==> config.mk <==
export PLATFORM = sky130hd
export DESIGN_NAME = nrdiv_iter
export DESIGN_NICKNAME = d
export VERILOG_FILES = /design/src/rtl/nrdiv_pkg.sv /design/src/rtl/nrdiv_step.sv /design/src/rtl/nrdiv_range.sv /design/src/rtl/nrdiv_iter.sv
export SDC_FILE = /design/constraint.sdc
export NUM_CORES = 1
export LEC_CHECK = 0
export CORE_MARGIN = 1.5
export CORE_UTILIZATION = 50
export CTS_BUF_LIST = sky130_fd_sc_hd__clkbuf_8
export CTS_CLUSTER_DIAMETER = 60
export DETAILED_ROUTE_END_ITERATION = 7
export PLACE_DENSITY = 0.87
export SLEW_MARGIN = 20
export SYNTH_ARGS = -nofsm -noshare
export SYNTH_HDL_FRONTEND = slang
export SYNTH_SLANG_ARGS = --single-unit
==> constraint.sdc <==
create_clock -name clk_i -period 14.1 [get_ports clk_i]
set_input_delay 2.115 -clock clk_i [delete_from_list [all_inputs] [get_ports clk_i]]
set_output_delay 2.115 -clock clk_i [all_outputs]
set_load 0.1 [all_outputs]
==> src/rtl/nrdiv_pkg.sv <==
package nrdiv_pkg;
    typedef enum logic {
        OP_SUB = 1'b0,
        OP_ADD = 1'b1
    } step_op_e;
endpackage

==> src/rtl/nrdiv_step.sv <==
module nrdiv_step #(
    parameter int EXT_W = 8,
    parameter int DIV_W = 24,
    localparam int ACC_W = EXT_W + 2 * DIV_W
) (
    input  logic [ACC_W-1:0] acc_i,
    input  logic [DIV_W-1:0] dvs_i,
    input  logic             cbit_i,
    output logic [ACC_W-1:0] acc_o,
    output logic             cbit_o
);
    localparam int HI_W = EXT_W + DIV_W;

    nrdiv_pkg::step_op_e op;
    logic [ACC_W-1:0]    shifted;
    logic [HI_W-1:0]     dvs_ext;
    logic [HI_W-1:0]     hi_new;

    always_comb begin
        op      = (acc_i[ACC_W-1] ^ dvs_i[DIV_W-1]) ? nrdiv_pkg::OP_ADD : nrdiv_pkg::OP_SUB;
        shifted = {acc_i[ACC_W-2:0], cbit_i};
        dvs_ext = {{EXT_W{dvs_i[DIV_W-1]}}, dvs_i};
        if (op == nrdiv_pkg::OP_ADD) begin
            hi_new = shifted[ACC_W-1:DIV_W] + dvs_ext;
        end else begin
            hi_new = shifted[ACC_W-1:DIV_W] - dvs_ext;
        end
        acc_o  = {hi_new, shifted[DIV_W-1:0]};
        cbit_o = ~(hi_new[HI_W-1] ^ dvs_i[DIV_W-1]);
    end
endmodule

==> src/rtl/nrdiv_range.sv <==
module nrdiv_range #(
    parameter int EXT_W = 8,
    parameter int DIV_W = 24,
    localparam int ACC_W = EXT_W + 2 * DIV_W
) (
    input  logic [ACC_W-1:0] acc_i,
    input  logic [DIV_W-1:0] dvs_i,
    output logic             ok_o
);
    logic [ACC_W:0] a_ext, a_mag;
    logic [ACC_W:0] d_ext, d_mag;

    always_comb begin
        a_ext = {acc_i[ACC_W-1], acc_i};
        a_mag = a_ext[ACC_W] ? (~a_ext + 1'b1) : a_ext;
        d_ext = {{(EXT_W + 1){dvs_i[DIV_W-1]}}, dvs_i, {DIV_W{1'b0}}};
        d_mag = d_ext[ACC_W] ? (~d_ext + 1'b1) : d_ext;
        ok_o  = (a_mag < d_mag);
    end
endmodule

==> src/rtl/nrdiv_iter.sv <==
module nrdiv_iter #(
    parameter int EXT_W = 8,
    parameter int DIV_W = 24,
    localparam int ACC_W = EXT_W + 2 * DIV_W,
    localparam int CNT_W = $clog2(DIV_W + 1)
) (
    input  logic             clk_i,
    input  logic             rst_ni,
    input  logic             start_i,
    input  logic [ACC_W-1:0] acc_i,
    input  logic [DIV_W-1:0] div_i,
    input  logic [CNT_W-1:0] steps_i,
    output logic [ACC_W-1:0] acc_o,
    output logic             quo_bit_o,
    output logic             done_o,
    output logic             qneg_o,
    output logic             invalid_o
);
    localparam logic [CNT_W-1:0] MAX_STEPS = CNT_W'(DIV_W);

    typedef struct packed {
        logic [ACC_W-1:0] acc;
        logic [DIV_W-1:0] dvs;
        logic             cbit;
        logic [CNT_W-1:0] left;
        logic             run;
        logic             done;
        logic             qneg;
        logic             bad;
    } state_t;

    state_t st_d, st_q;

    logic [ACC_W-1:0] step_acc_d;
    logic             step_cbit_d;
    logic             range_ok_d;
    logic [CNT_W-1:0] steps_clamped_d;

    nrdiv_step #(.EXT_W(EXT_W), .DIV_W(DIV_W)) u_step (
        .acc_i  (st_q.acc),
        .dvs_i  (st_q.dvs),
        .cbit_i (st_q.cbit),
        .acc_o  (step_acc_d),
        .cbit_o (step_cbit_d)
    );

    nrdiv_range #(.EXT_W(EXT_W), .DIV_W(DIV_W)) u_range (
        .acc_i (acc_i),
        .dvs_i (div_i),
        .ok_o  (range_ok_d)
    );

    always_comb begin
        if (steps_i == '0) begin
            steps_clamped_d = CNT_W'(1);
        end else if (steps_i > MAX_STEPS) begin
            steps_clamped_d = MAX_STEPS;
        end else begin
            steps_clamped_d = steps_i;
        end

        st_d      = st_q;
        st_d.done = 1'b0;
        if (st_q.run) begin
            st_d.acc  = step_acc_d;
            st_d.cbit = step_cbit_d;
            st_d.left = st_q.left - 1'b1;
            if (st_q.left == CNT_W'(1)) begin
                st_d.run  = 1'b0;
                st_d.done = 1'b1;
            end
        end else if (start_i) begin
            st_d.acc  = acc_i;
            st_d.dvs  = div_i;
            st_d.cbit = 1'b0;
            st_d.left = steps_clamped_d;
            st_d.run  = 1'b1;
            st_d.qneg = acc_i[ACC_W-1] ^ div_i[DIV_W-1];
            st_d.bad  = ~range_ok_d;
        end
    end

    always_ff @(posedge clk_i) begin
        if (!rst_ni) begin
            st_q <= '0;
        end else begin
            st_q <= st_d;
        end
    end

    assign acc_o     = st_q.acc;
    assign quo_bit_o = st_q.cbit;
    assign done_o    = st_q.done;
    assign qneg_o    = st_q.qneg;
    assign invalid_o = st_q.bad;
endmodule

==> impl_metrics.env <==
export IMPL_synth_common_cells="a21oi_1 (117), nor2_1 (93), nand2_1 (91)"
export IMPL_rsz0062_at_grt="false"
export IMPL_grt_remaining_overflow=0
export IMPL_synth_most_common_cell="a21oi_1"
export IMPL_r2r_setup_slack_ns=8.97
export IMPL_area_growth_pct=17.9
export IMPL_yosysTopAreaCellShare=0.221
export IMPL_synth_seq_area_share=0.221
export IMPL_power_total_mw=1.30
export IMPL_track_usage=0.269
export IMPL_firstDrtPassIters=5
export IMPL_setup_viol=0
export IMPL_fin_cells=1346
export IMPL_synth_edff_count=0
export IMPL_dieArea_sq_um=17100
export IMPL_crit_chain="clkdlybuf4s50_1 -> nor4_1 -> nand4_1 -> nor4_1 -> nand3_1 -> or2_2 -> or3_1 -> nand2b_1 -> o31ai_1 -> xnor2_1 -> ha_1 -> a21o_1 -> a21o_1 -> a21o_1 -> a21o_1 -> a21o_1 -> a21o_1 -> a21oi_1 -> o21a_1 -> o21ai_0"
export IMPL_final_util=0.604
export IMPL_fin_crit_ns=6.91
export IMPL_grt_pass1_wl_mm=36.3
export IMPL_root_buffer="clkbuf_8"
export IMPL_hold_viol=0
export IMPL_max_freq_mhz=145
export IMPL_p_leak_nw=3.95
export IMPL_h_tree_depth=3
export IMPL_synthTopCellsByArea="dfxtp_1 (22%), ha_1 (11%), a21oi_1 (7.2%)"
export IMPL_setup_tns_ns=0
export IMPL_die_x_microns=131
export IMPL_worst_ep_required_time_ns=14.38
export IMPL_wirelength_mm=23.1
export IMPL_whs_path_depth=2
export IMPL_clock_latency_ns=0.39
export IMPL_grt_max_degree=70
export IMPL_clk_pin_slew_ns=0.09
export IMPL_dp_hpwl_mm=17.4
export IMPL_cp_top_family="simple AND/OR/NAND/NOR gates"
export IMPL_rows=46
export IMPL_post_place_cells=1330
export IMPL_period_share=0.490
export IMPL_relSlewSlack=0.264
export IMPL_drcViolationCount=0
export IMPL_gp_congestion=0.968
export IMPL_cp_arrival_ns=7.19
export IMPL_cts_repair_resized=0
export IMPL_slowest_delay_ns=0.59
export IMPL_crit_cells=20
export IMPL_cp_end_kind="flip-flop"
export IMPL_critPathKind="input port to flip-flop"
export IMPL_synth_seq_cells=90
export IMPL_wl_per_cell_microns=17.2
export IMPL_cp_slowest_cell="nor4_1"
export IMPL_yosysUniqueCellTypes=58
export IMPL_syn_area_per_cell_sq_um=7.74
export IMPL_cpMostUsedCell="a21o_1"
export IMPL_max_vdd_ir_drop_v=0.0000707
export IMPL_rr_worst_depth=17
export IMPL_crit_fanout=6
export IMPL_powerDensity_nw_per_um2=135
export IMPL_postCtsSetupRepairBufs=0
export IMPL_yosysWarnings=0
export IMPL_slew_violations=0
export IMPL_antenna_found_initial=0
export IMPL_final_nets=1285
export IMPL_tightestPinTransition_ns=1.10
export IMPL_via_per_inst=5.86
export IMPL_netlist_area_sq_um=8170
export IMPL_num_vias=7887
export IMPL_clock_path_buffers=2
export IMPL_antenna_left=0
export IMPL_clock_skew_ns=0.0168
export IMPL_synth_largest_area_cell="dfxtp_1"
export IMPL_path_buf_inv=1
export IMPL_cts_tree="built"
export IMPL_cts_hold_buffers_added=0
export IMPL_maxCapViolCount=0
export IMPL_numCtsBuffers=9
export IMPL_first_global_vias=7403
export IMPL_antennaDiodeCount=0
export IMPL_drtIter0Drc=538
export IMPL_cts_sinks=90
export IMPL_hold_class="flip-flop to flip-flop"
export IMPL_io_buffers=147
export IMPL_syn_inst=1055
export IMPL_ios=148
export IMPL_drive_gt1_frac=0.0460
export IMPL_fp_coreArea_sq_um=15900
export IMPL_synth_ff_type="dfxtp_1"
export IMPL_start_util=0.512
export IMPL_status="finished, final reports clean"
export IMPL_fp_dieH_microns=131
export IMPL_async_flop_share=0
export IMPL_critical_path_startpoint_type="input port"
routing by layer:
metal | up-vias | routed length (microns) | GRT usage
li1 | 3861 | - | -
met1 | 3642 | 10100 | 0.350
met2 | 335 | 10200 | 0.429
met3 | 49 | 2080 | 0.0586
met4 | 0 | 707 | 0.114
met5 | - | 0 | 0
area by class of cell:
type,instances,area [sq um]
Timing Repair Buffer,155,1530
Clock inverter,6,87.6
Sequential cell,90,1810
Fill cell,1437,6310
Multi-Input combinational cell,840,5690
Tap cell,216,270
Inverter,29,109
Clock buffer,10,138
worst register-to-register path, cell delays in order, from the launching register on:
cell,delay (ns)
dfxtp_1,0.36
nor3_1,0.35
nand2_1,0.15
nor4_1,0.27
nand2_1,0.18
nor3b_1,0.79
a21oi_1,0.18
xor2_1,0.20
ha_1,0.41
nand4_1,0.19
or4_1,0.57
nor3_1,0.18
a21oi_1,0.15
a211oi_1,0.28
o41a_1,0.24
nor3_1,0.06
or3b_2,0.44
o221ai_1,0.08
cells in the final DEF (no fill, tap or decap), drive strengths merged, types with 6 or more instances in the layout:
cell type and instances:
xor2 43, or3 7, dfxtp 90, a211oi 32, o21a 13, clkdlybuf4s50 146, nor4 10, nor3 22
inv 30, xnor2 58, mux2 12, buf 9, or4 17, nor2 94, o31ai 16, a21oi 117
a21o 25, nand2 92, nand3 15, o21bai 6, o21ai 49, clkbuf 10, ha 71, mux2i 39
o41ai 9, nor2b 16, a31oi 7, conb 10, nand4 15
path summary, 6_finish.rpt:
check / end / startpoint
worst max-delay path: invalid_o$_SDFFE_PN0P_ / acc_i[23]
worst min-delay path: st_q[23]$_SDFFE_PN0P_ / st_q[23]$_SDFFE_PN0P_
worst min register to register: st_q[23]$_SDFFE_PN0P_ / st_q[23]$_SDFFE_PN0P_
worst max register to register: quo_bit_o$_SDFFE_PN0P_ / st_q[18]$_SDFFE_PN0P_
cells by family after synthesis:
group           synth area share
compound gates             0.230
xor+xnor                   0.108
fa+ha+maj                  0.111
buf+inv                   0.0868
flops                      0.221
mux                       0.0643
other cells             0.000919
simple gates               0.177
power by group:
group	total (mW)	internal [mW]	leakage (nW)	switching (mW)
Combinational	0.774	0.282	3.09	0.492
Clock	0.204	0.105	0.117	0.0991
Sequential	0.320	0.283	0.743	0.0364
Total	1.30	0.670	3.95	0.628
flip-flops by register name (all words and copies together) (netlist names):
name,flops
qneg_o,1
acc_o,56
quo_bit_o,1
done_o,1
invalid_o,1
st_q,30
metrics by stage:
| step | hold WS, ns | cell area, sq um | setup WS, ns |
|---|---|---|---|
| global placement | 0.454 | 9410 | 7.06 |
| global route | 0.517 | 9630 | 6.78 |
| CTS | 0.492 | 9630 | 7.24 |
| detailed placement | 0.478 | 9410 | 6.83 |
| floorplan | 0.436 | 8200 | 7.97 |
| finish | 0.494 | 9630 | 7.19 |
Note: power is estimated with default switching activity, not from simulation.
